**src/rtl/tmr8_pkg.sv**
```systemverilog
package tmr8_pkg;

  localparam int NCH      = 2;
  localparam int ADR_CTLA = 0;
  localparam int ADR_CTLB = 1;
  localparam int ADR_CMPA = 2;
  localparam int ADR_CNT  = 4;
  localparam int ADR_FLG  = 5;
  localparam int MODE_HI_BIT = 3;

  typedef enum logic [1:0] {
    KIND_FREE,
    KIND_CLEAR,
    KIND_FAST,
    KIND_PHASE
  } tmrKind_e;

  // strobes from control to datapath
  typedef struct packed {
    logic inc;
    logic dec;
    logic toBottom;
    logic cmpLoad;
    logic cmpThrough;
    logic topFromA;
  } tmrStrobe_t;

endpackage

```
**src/rtl/tmr8_datapath.sv**
```systemverilog
module tmr8_datapath
  import tmr8_pkg::*;
#(
  parameter int DW = 8,
  parameter int AW = 3
) (
  input  logic                clk,
  input  logic                rstN,
  input  tmrStrobe_t          strb,
  input  logic                wrEn,
  input  logic [AW-1:0]       wrAddr,
  input  logic [DW-1:0]       wrData,
  output logic [DW-1:0]       count,
  output logic                eqTop,
  output logic                eqBottom,
  output logic                eqMax,
  output logic [NCH-1:0]      matchVec
);

  localparam logic [DW-1:0] MAXV = '1;

  logic [DW-1:0]           cntQ;
  logic [NCH-1:0][DW-1:0]  actVec;
  logic [DW-1:0]           topVal;
  logic                    cntWr;

  assign cntWr = wrEn && (wrAddr == AW'(ADR_CNT));

  always_ff @(posedge clk) begin
    if (!rstN)              cntQ <= '0;
    else if (cntWr)         cntQ <= wrData;
    else if (strb.toBottom) cntQ <= '0;
    else if (strb.inc)      cntQ <= cntQ + 1'b1;
    else if (strb.dec)      cntQ <= cntQ - 1'b1;
  end

  for (genvar ch = 0; ch < NCH; ch++) begin : g_chan
    logic [DW-1:0] stageQ;
    logic [DW-1:0] actQ;
    logic          hit;

    assign hit = wrEn && (wrAddr == AW'(ADR_CMPA + ch));

    always_ff @(posedge clk) begin
      if (!rstN) begin
        stageQ <= '0;
        actQ   <= '0;
      end else begin
        if (hit) stageQ <= wrData;
        if (strb.cmpThrough) actQ <= hit ? wrData : stageQ;
        else if (strb.cmpLoad) actQ <= stageQ;
      end
    end

    assign actVec[ch]   = actQ;
    assign matchVec[ch] = (cntQ == actQ);
  end

  assign topVal   = strb.topFromA ? actVec[0] : MAXV;
  assign eqTop    = (cntQ == topVal);
  assign eqBottom = (cntQ == '0);
  assign eqMax    = (cntQ == MAXV);
  assign count    = cntQ;

endmodule

```
**src/rtl/tmr8_ctrl.sv**
```systemverilog
module tmr8_ctrl
  import tmr8_pkg::*;
#(
  parameter int DW = 8,
  parameter int AW = 3
) (
  input  logic          clk,
  input  logic          rstN,
  input  logic          countEn,
  input  logic          wrEn,
  input  logic [AW-1:0] wrAddr,
  input  logic [DW-1:0] wrData,
  input  logic          eqTop,
  input  logic          eqBottom,
  input  logic          eqMax,
  output tmrStrobe_t    strb,
  output logic          dirDown,
  output logic          ovfFlag,
  output logic [2:0]    modeNow
);

  logic [1:0] modeLoQ;
  logic       modeHiQ;
  logic       dirQ;
  logic       dirNext;
  logic       flagQ;
  logic       stepOk;
  logic       setFlag;
  logic       clrFlag;
  tmrKind_e   kind;

  assign modeNow = {modeHiQ, modeLoQ};
  assign stepOk  = countEn && !(wrEn && (wrAddr == AW'(ADR_CNT)));
  assign clrFlag = wrEn && (wrAddr == AW'(ADR_FLG)) && wrData[0];

  always_comb begin
    case (modeNow)
      3'd1, 3'd5: kind = KIND_PHASE;
      3'd2:       kind = KIND_CLEAR;
      3'd3, 3'd7: kind = KIND_FAST;
      default:    kind = KIND_FREE;
    endcase
  end

  always_comb begin
    strb          = '0;
    strb.topFromA = (modeNow == 3'd2) || (modeNow == 3'd5) || (modeNow == 3'd7);
    dirNext       = 1'b0;
    case (kind)
      KIND_FREE: strb.inc = stepOk;
      KIND_CLEAR, KIND_FAST: begin
        strb.toBottom = stepOk && eqTop;
        strb.inc      = stepOk && !eqTop;
      end
      default: begin
        dirNext = dirQ;
        if (stepOk) begin
          if (!dirQ) begin
            if (eqTop && !eqBottom) begin
              strb.dec = 1'b1;
              dirNext  = 1'b1;
            end else if (!eqTop) begin
              strb.inc = 1'b1;
            end
          end else begin
            if (eqBottom && !eqTop) begin
              strb.inc = 1'b1;
              dirNext  = 1'b0;
            end else if (!eqBottom) begin
              strb.dec = 1'b1;
            end
          end
        end
      end
    endcase
    strb.cmpThrough = (kind == KIND_FREE) || (kind == KIND_CLEAR);
    strb.cmpLoad    = !strb.cmpThrough && stepOk && eqTop;
  end

  always_comb begin
    if (modeNow == 3'd7)          setFlag = stepOk && eqTop;
    else if (kind == KIND_PHASE)  setFlag = stepOk && eqBottom;
    else                          setFlag = stepOk && eqMax;
  end

  always_ff @(posedge clk) begin
    if (!rstN) begin
      modeLoQ <= '0;
      modeHiQ <= 1'b0;
      dirQ    <= 1'b0;
      flagQ   <= 1'b0;
    end else begin
      if (wrEn && (wrAddr == AW'(ADR_CTLA))) modeLoQ <= wrData[1:0];
      if (wrEn && (wrAddr == AW'(ADR_CTLB))) modeHiQ <= wrData[MODE_HI_BIT];
      dirQ  <= dirNext;
      flagQ <= setFlag || (flagQ && !clrFlag);
    end
  end

  assign dirDown = dirQ;
  assign ovfFlag = flagQ;

endmodule

```
**src/rtl/tmr8_multimode.sv**
```systemverilog
module tmr8_multimode
  import tmr8_pkg::*;
#(
  parameter int DW = 8,
  parameter int AW = 3
) (
  input  logic          clk,
  input  logic          rstN,
  input  logic          countEn,
  input  logic          wrEn,
  input  logic [AW-1:0] wrAddr,
  input  logic [DW-1:0] wrData,
  output logic [DW-1:0] count,
  output logic          ovfFlag,
  output logic          matchA,
  output logic          matchB,
  output logic          dirDown,
  output logic          atBottom,
  output logic          atTop
);

  tmrStrobe_t     strb;
  logic           eqTop;
  logic           eqBottom;
  logic           eqMax;
  logic [NCH-1:0] matchVec;
  logic [2:0]     modeNow;

  tmr8_ctrl #(.DW(DW), .AW(AW)) u_ctrl (
    .clk(clk), .rstN(rstN), .countEn(countEn),
    .wrEn(wrEn), .wrAddr(wrAddr), .wrData(wrData),
    .eqTop(eqTop), .eqBottom(eqBottom), .eqMax(eqMax),
    .strb(strb), .dirDown(dirDown), .ovfFlag(ovfFlag), .modeNow(modeNow)
  );

  tmr8_datapath #(.DW(DW), .AW(AW)) u_data (
    .clk(clk), .rstN(rstN), .strb(strb),
    .wrEn(wrEn), .wrAddr(wrAddr), .wrData(wrData),
    .count(count), .eqTop(eqTop), .eqBottom(eqBottom), .eqMax(eqMax),
    .matchVec(matchVec)
  );

  assign matchA   = matchVec[0];
  assign matchB   = matchVec[1];
  assign atBottom = eqBottom;
  assign atTop    = eqTop;

endmodule

```
**config.mk**
```make
export PLATFORM = sky130hd
export DESIGN_NAME = tmr8_multimode
export DESIGN_NICKNAME = d
export VERILOG_FILES = /design/src/rtl/tmr8_pkg.sv /design/src/rtl/tmr8_datapath.sv /design/src/rtl/tmr8_ctrl.sv /design/src/rtl/tmr8_multimode.sv
export SDC_FILE = /design/constraint.sdc
export NUM_CORES = 1
export LEC_CHECK = 0
export ABC_AREA = 1
export BUFFER_PORTS_ARGS = -buffer_cell sky130_fd_sc_hd__buf_2
export CAP_MARGIN = 25
export CORE_ASPECT_RATIO = 1.5
export CORE_MARGIN = 2
export CORE_UTILIZATION = 59
export CTS_BUF_LIST = sky130_fd_sc_hd__clkbuf_4 sky130_fd_sc_hd__clkbuf_8 sky130_fd_sc_hd__clkbuf_16
export CTS_CLUSTER_DIAMETER = 150
export CTS_CLUSTER_SIZE = 28
export DETAILED_ROUTE_END_ITERATION = 10
export MAX_ROUTING_LAYER = met4
export PLACE_DENSITY_LB_ADDON = 0.08
export SETUP_SLACK_MARGIN = 0.05
export SYNTH_ARGS = -nofsm -noshare
export SYNTH_HDL_FRONTEND = slang
export SYNTH_SLANG_ARGS = --single-unit
```
**constraint.sdc**
```tcl
create_clock -name clk -period 3.8 [get_ports clk]
set_clock_uncertainty 0.1 [all_clocks]
set_input_delay 1.14 -clock clk [delete_from_list [all_inputs] [get_ports clk]]
set_output_delay 1.14 -clock clk [all_outputs]
set_load 0.01 [all_outputs]
```
Yosys cells after proc, flatten, opt, wreduce, memory -nomap -nowiden
Index checks and enable logic that the tools add are counted.

$add $sub $neg: 2. Eq/ne operators: 17. Mux-type cells: 27. Bitwise logic cells: 1. Reduce and logical (&&, ||, !) cells: 36.

Operators by type and width (number): two-way mux 8 bit (11); == test 8 bit (3); logical AND 1 bit (17); == test 3 x 2 -> 1 bit, second input constant (4); == test 3 bit, second input constant (4); two-way mux 1 bit (12); adder 8 x 1 -> 8 bit, second input constant (1); == test 8 bit, second input constant (1); logical NOT 8 bit (1); subtractor 8 x 1 -> 8 bit, second input constant (1); == test 3 x 1 -> 1 bit, second input constant (2); case mux 2 bit (3 select lines) (1); OR reduction 2 bit (3); logical NOT 1 bit (5); == test 2 bit, second input constant (2); logical OR 1 bit (4); two-way mux 2 bit (2); nonzero test 4 bit (1); OR reduction 4 bit (1); logical NOT 3 bit (1); OR reduction 3 bit (1); == test 2 x 1 -> 1 bit, second input constant (1); logical NOT 2 bit (1); case mux 1 bit (2 select lines) (1); other kinds (2) (2).

Register bits after elaboration: 45. Word-level logic and storage cells: 92.

Logic depth before layout (Yosys ltp)
Depth after elaboration: 15. Gate-level depth with buffers: 22.

Cells and area by module
Synthesis repeated with hierarchy kept, for this count alone.

Cells, all modules: 458. Area, all modules: 2957.8 um^2.

By module, submodules not included: tmr8_datapath (times used 1, cells each 389, area an instance 2523.7 um^2, sequential area each 800.8 um^2); tmr8_ctrl (times used 1, cells each 69, area an instance 434.2 um^2, sequential area each 100.1 um^2).

Least setup slack after synthesis
Ideal clock, no wire load.

Kind: input -> register. Start point: input wrEn. End point: register u_data.cntQ[6], in the netlist u_data.count[6]. Library setup time: 64 ps. Arrival: 2914 ps. Data required time: 3636 ps. Setup slack: 722 ps. Stages: 15. Cells stage by stage: nand2_1 -> nor2_4 -> nor2_4 -> nand3_4 -> fa_1 -> a21oi_1 -> o21ai_0 -> nand2_1 -> nand2_1 -> a21oi_1 -> xnor2_1 -> nand2_1 -> nand3_2 -> nand2_1 -> nor2_1.

Longest elaborated chain between the ends: 8.

RTL lines: from (decl) (RTL line tmr8_multimode.sv:10) `input logic wrEn,`; logical AND 1 bit (*) (RTL line tmr8_datapath.sv:27, tmr8_ctrl.sv:33); logical NOT 1 bit (RTL line tmr8_ctrl.sv:33) `assign stepOk = countEn && !(wrEn && (wrAddr == AW'(ADR_CNT)));`; logical AND 1 bit (RTL line tmr8_ctrl.sv:33); two-way mux 2 bit or logical AND 1 bit (tied branches) (RTL line tmr8_ctrl.sv:57, tmr8_ctrl.sv:53); case mux 1 bit (2 select lines) (RTL line tmr8_ctrl.sv:49) `case (kind)`; two-way mux 8 bit (RTL line tmr8_datapath.sv:33) `else if (strb.inc) cntQ <= cntQ + 1'b1;`; two-way mux 8 bit (RTL line tmr8_datapath.sv:32) `else if (strb.toBottom) cntQ <= '0;`; two-way mux 8 bit (RTL line tmr8_datapath.sv:31) `else if (cntWr) cntQ <= wrData;`; to (signal assigned) (RTL line tmr8_datapath.sv:31); to (signal assigned) (RTL line tmr8_datapath.sv:33); to (signal assigned) (RTL line tmr8_datapath.sv:34) `else if (strb.dec) cntQ <= cntQ - 1'b1;`; to (decl) (RTL line tmr8_datapath.sv:22) `logic [DW-1:0] cntQ;`.

Mark *: on every way between the ends. The rest lies on a longest branch, timed or not. A chain may end at the register's enable or synchronous reset.

Worst setup path in the final report
Start point: register u_ctrl.modeLoQ[0]. End point: register u_data.cntQ[6], in the netlist u_data.count[6].

Longest elaborated chain between the ends: 14.

RTL lines: from (decl) (RTL line tmr8_ctrl.sv:22) `logic [1:0] modeLoQ;`; from (signal assigned) (RTL line tmr8_ctrl.sv:93) `if (wrEn && (wrAddr == AW'(ADR_CTLA))) modeLoQ <= wrData[1:0];`; == test 3 x 2 -> 1 bit or == test 3 bit (tied branches) (RTL line tmr8_ctrl.sv:37, tmr8_ctrl.sv:47); logical OR 1 bit (2 in series) (RTL line tmr8_ctrl.sv:47) `strb.topFromA = (modeNow == 3'd2) || (modeNow == 3'd5) || (modeNow == 3'd7);`; two-way mux 8 bit (RTL line tmr8_datapath.sv:59) `assign topVal = strb.topFromA ? actVec[0] : MAXV;`; == test 8 bit (RTL line tmr8_datapath.sv:60) `assign eqTop = (cntQ == topVal);`; logical NOT 1 bit (RTL line tmr8_ctrl.sv:53, tmr8_ctrl.sv:66); logical AND 1 bit (RTL line tmr8_ctrl.sv:66) `if (eqBottom && !eqTop) begin`; two-way mux 1 bit (RTL line tmr8_ctrl.sv:66); two-way mux 2 bit (RTL line tmr8_ctrl.sv:58) `if (!dirQ) begin`; two-way mux 2 bit (RTL line tmr8_ctrl.sv:57) `if (stepOk) begin`; case mux 1 bit (2 select lines) (RTL line tmr8_ctrl.sv:49); two-way mux 8 bit (RTL line tmr8_datapath.sv:33); two-way mux 8 bit (RTL line tmr8_datapath.sv:32); two-way mux 8 bit (RTL line tmr8_datapath.sv:31).

Several ways; a longest one is shown, not always the timed one.

==> out/results.txt <==
EDFF count, synth: 0
final WL: 6.51 mm
vias in the first global route: 2272
placed cell area: 2970 µm²
post-synthesis mux area share: 0.0504
Initial Util: 0.612
hpwl dp: 4.88 mm
final setup margin: 0.588 ns
Slew HR: 0.724
Tmin final: 3.21 ns
Crit. End Element: flip-flop
DRC Markers: 0
Post-Syn Area: 2780 µm²
CORE AREA: 4540 µm²
critical path, cell by cell: inv_2 > o21ai_0 > inv_1 > ha_1 > nand2_1 > nand2_2 > nand3_4 > fa_1 > a21oi_1 > o21ai_0 > nand2_1 > nand2_1 > a21oi_1 > xnor2_1 > nand2_1 > nand3_2 > nand2_1 > nor2_1
# clock sinks: 45
Post-CTS Resized: 0
Crit Path Category: flip-flop to flip-flop
unrepaired setup endpoints after global routing: false
CTS Hold Buffers Added: 0
Leak Pwr: 1.40 nW
startpoint type of the worst setup path: flip-flop
Setup WS pre-CTS: 0.348 ns
family with the most delay on the worst path: adder cells
worst path arrival time: 3.35 ns
Site Rows: 30
Initial DRC Count: 161
worst vdd ir: 0.000293 V
GP Congestion: 0.960
post-synth top area cell: dfxtp_1
Cells after DPL: 468
setup tns final: 0 ns
Initial DRT Pass Iterations: 5
Synth Instances: 385
sequential fraction of the synthesis area: 0.324
crit-path max cell delay: 0.45 ns
PortBufs: 28
post-synthesis compound-gate area fraction: 0.109
post-route cell area: 3090 µm²
GRT overflow: 0
min-delay worst type: flip-flop to flip-flop
area delta synth->final: 11.0%
Synth Area in Simple Gates: 0.351
Worst EP required: 3.94 ns
I/O pin cnt: 29
Ys Warns: 0
Tot Pwr: 0.00128 W
Die ar.: 5290 µm²
WL per Instance: 13.7 µm
vias per cell: 5.33
Syn Area/Cell: 7.22 µm²
final hold vios: 0
Worst-Margin Slew: 0.413 ns
top achievable clock speed: 0.311 GHz
Yosys top cell area share: 0.324
Clock transition at path regs: 0.08 ns
H-tree Lvls: 2
worst hold start: u_data.g_chan[0].actQ[1]
MaxCap Viol Count: 0
CTS tree: built
post-CTS setup buffer count: 0
largest family of logic cells by synthesized area: simple AND/OR/NAND/NOR gates
Max Slew Vio Count: 0
most frequent cell after synthesis: nand2_1
fin crit share: 0.845
CP startpoint: u_ctrl.modeLoQ[0]
Die W: 60.1 µm
outcome: completed
post-synthesis async set-or-reset flop share: 0
Total GRT Usage: 0.265
Worst-Skew Late Latency: 0.29 ns
first-pass GRT wire length: 10.3 mm
CP bufs+invs: 2
Max Fanout on Critical Path: 14
count of nets after finishing: 437
number of diodes: 0
Worst R2R Start: u_ctrl.modeLoQ[0]
XOR/XNOR Fraction of Synth Area: 0.0378
initial antenna violation count: 0
Unique masters post-synth: 34
CP dominant cell by count: nand2_1
pwr dens: 416 nW/µm²
clk buf depth: 2
Vias: 2539
share of layout cells above drive strength 1: 0.201
FF+latch count, synth: 45
Worst path slowest cell: fa_1
largest net degree at the start of global routing: 39
net count after synthesis: 411
Antenna Nets Post-Route: 0
Area contributors post-synth: dfxtp_1 (32%), nand2_1 (11%), nor2_1 (6.1%)
Die H: 88.1 µm
post-synthesis adder-cell area fraction: 0.0522
synth cell count leaders: nand2_1 (81), dfxtp_1 (45), nor2_1 (45)
Num CTS Buffers: 5
fin cells: 476
ys flop type: dfxtp_1
root buf cell: clkbuf_8
setup violators final: 0
==> metal layers <==
layer | share of wire | vias to the layer above | wire (µm) | global-route usage
met1 | 0.41 | 1158 | 2680 | 0.314
met3 | 0.043 | 8 | 283 | 0.0310
met4 | 0.014 | 0 | 91 | 0.0768
met2 | 0.53 | 58 | 3460 | 0.462
met5 | 0 | - | 0 | -
li1 | - | 1315 | - | -
==> power breakdown <==
group,total (W),switching (W),leakage [nW],internal (W)
Sequential,0.000544,0.0000478,0.366,0.000496
Clock,0.000378,0.000156,0.0619,0.000222
Combinational,0.000361,0.000215,0.971,0.000147
Total,0.00128,0.000419,1.40,0.000864
==> stage by stage <==
stage	hold slack, ns	utilization
floorplan	0.354	-
global placement	0.366	0.653
detailed placement	0.373	0.653
CTS	0.385	0.680
global route	0.416	0.680
finish	0.384	0.680
==> worst register-to-register path, cell delays in order (launching register included) <==
cell and delay (ns):
dfxtp_1 0.44, inv_2 0.09, o21ai_0 0.31, inv_1 0.12, ha_1 0.32, nand2_1 0.07
nand2_2 0.09, nand3_4 0.18, fa_1 0.45, a21oi_1 0.16, o21ai_0 0.14, nand2_1 0.09
nand2_1 0.05, a21oi_1 0.15, xnor2_1 0.13, nand2_1 0.08, nand3_2 0.07, nand2_1 0.05
nor2_1 0.07
==> cell usage in the layout, fill, tap and decap left out, drive strengths merged, types with 3 or more instances in the layout <==
cell and count:
nor3 3, nand3 26, mux2i 14, nand4 11, buf 31, dfxtp 45
clkbuf 7, xor2 3, a21oi 17, a31oi 14, nand2 86, o21ai 18
ha 10, or2 13, nor2 54, inv 41, xnor2 9
==> registers in the layout, summed over array words and instances, names as in the netlist <==
signal,count
u_ctrl.ovfFlag,1
u_data.count,8
u_ctrl.dirDown,1
u_data.g_chan.stageQ,16
u_ctrl.modeHiQ,1
u_ctrl.modeLoQ,2
u_data.g_chan.actQ,16
==> cell type report <==
cell class	count	area, µm²
inverters	41	154
clock inverters	1	30.0
fillers	414	1460
multi-input cells	287	1670
clock buffers	7	90.1
flip-flops and latches	45	901
well taps	64	80.1
repair buffers	31	163
==> cell families after synthesis <==
family / count (synthesis)
buffers and inverters: 53
XOR/XNOR: 12
multiplexers: 14
AO/OA/AOI/OAI: 54
flip-flops: 45
adder cells (fa/ha/maj): 11
AND/OR/NAND/NOR: 196
==> path summary, 6_finish.rpt <==
check	to	slack (ns)	cells past startpoint
worst min register to register	u_data.g_chan[0].actQ[1]	0.38	2
worst max-delay path	u_data.count[6]	0.59	18
worst max register to register	u_data.count[6]	0.59	18
worst min-delay path	u_data.g_chan[0].actQ[1]	0.38	2
(Power assumes the default switching activity.)
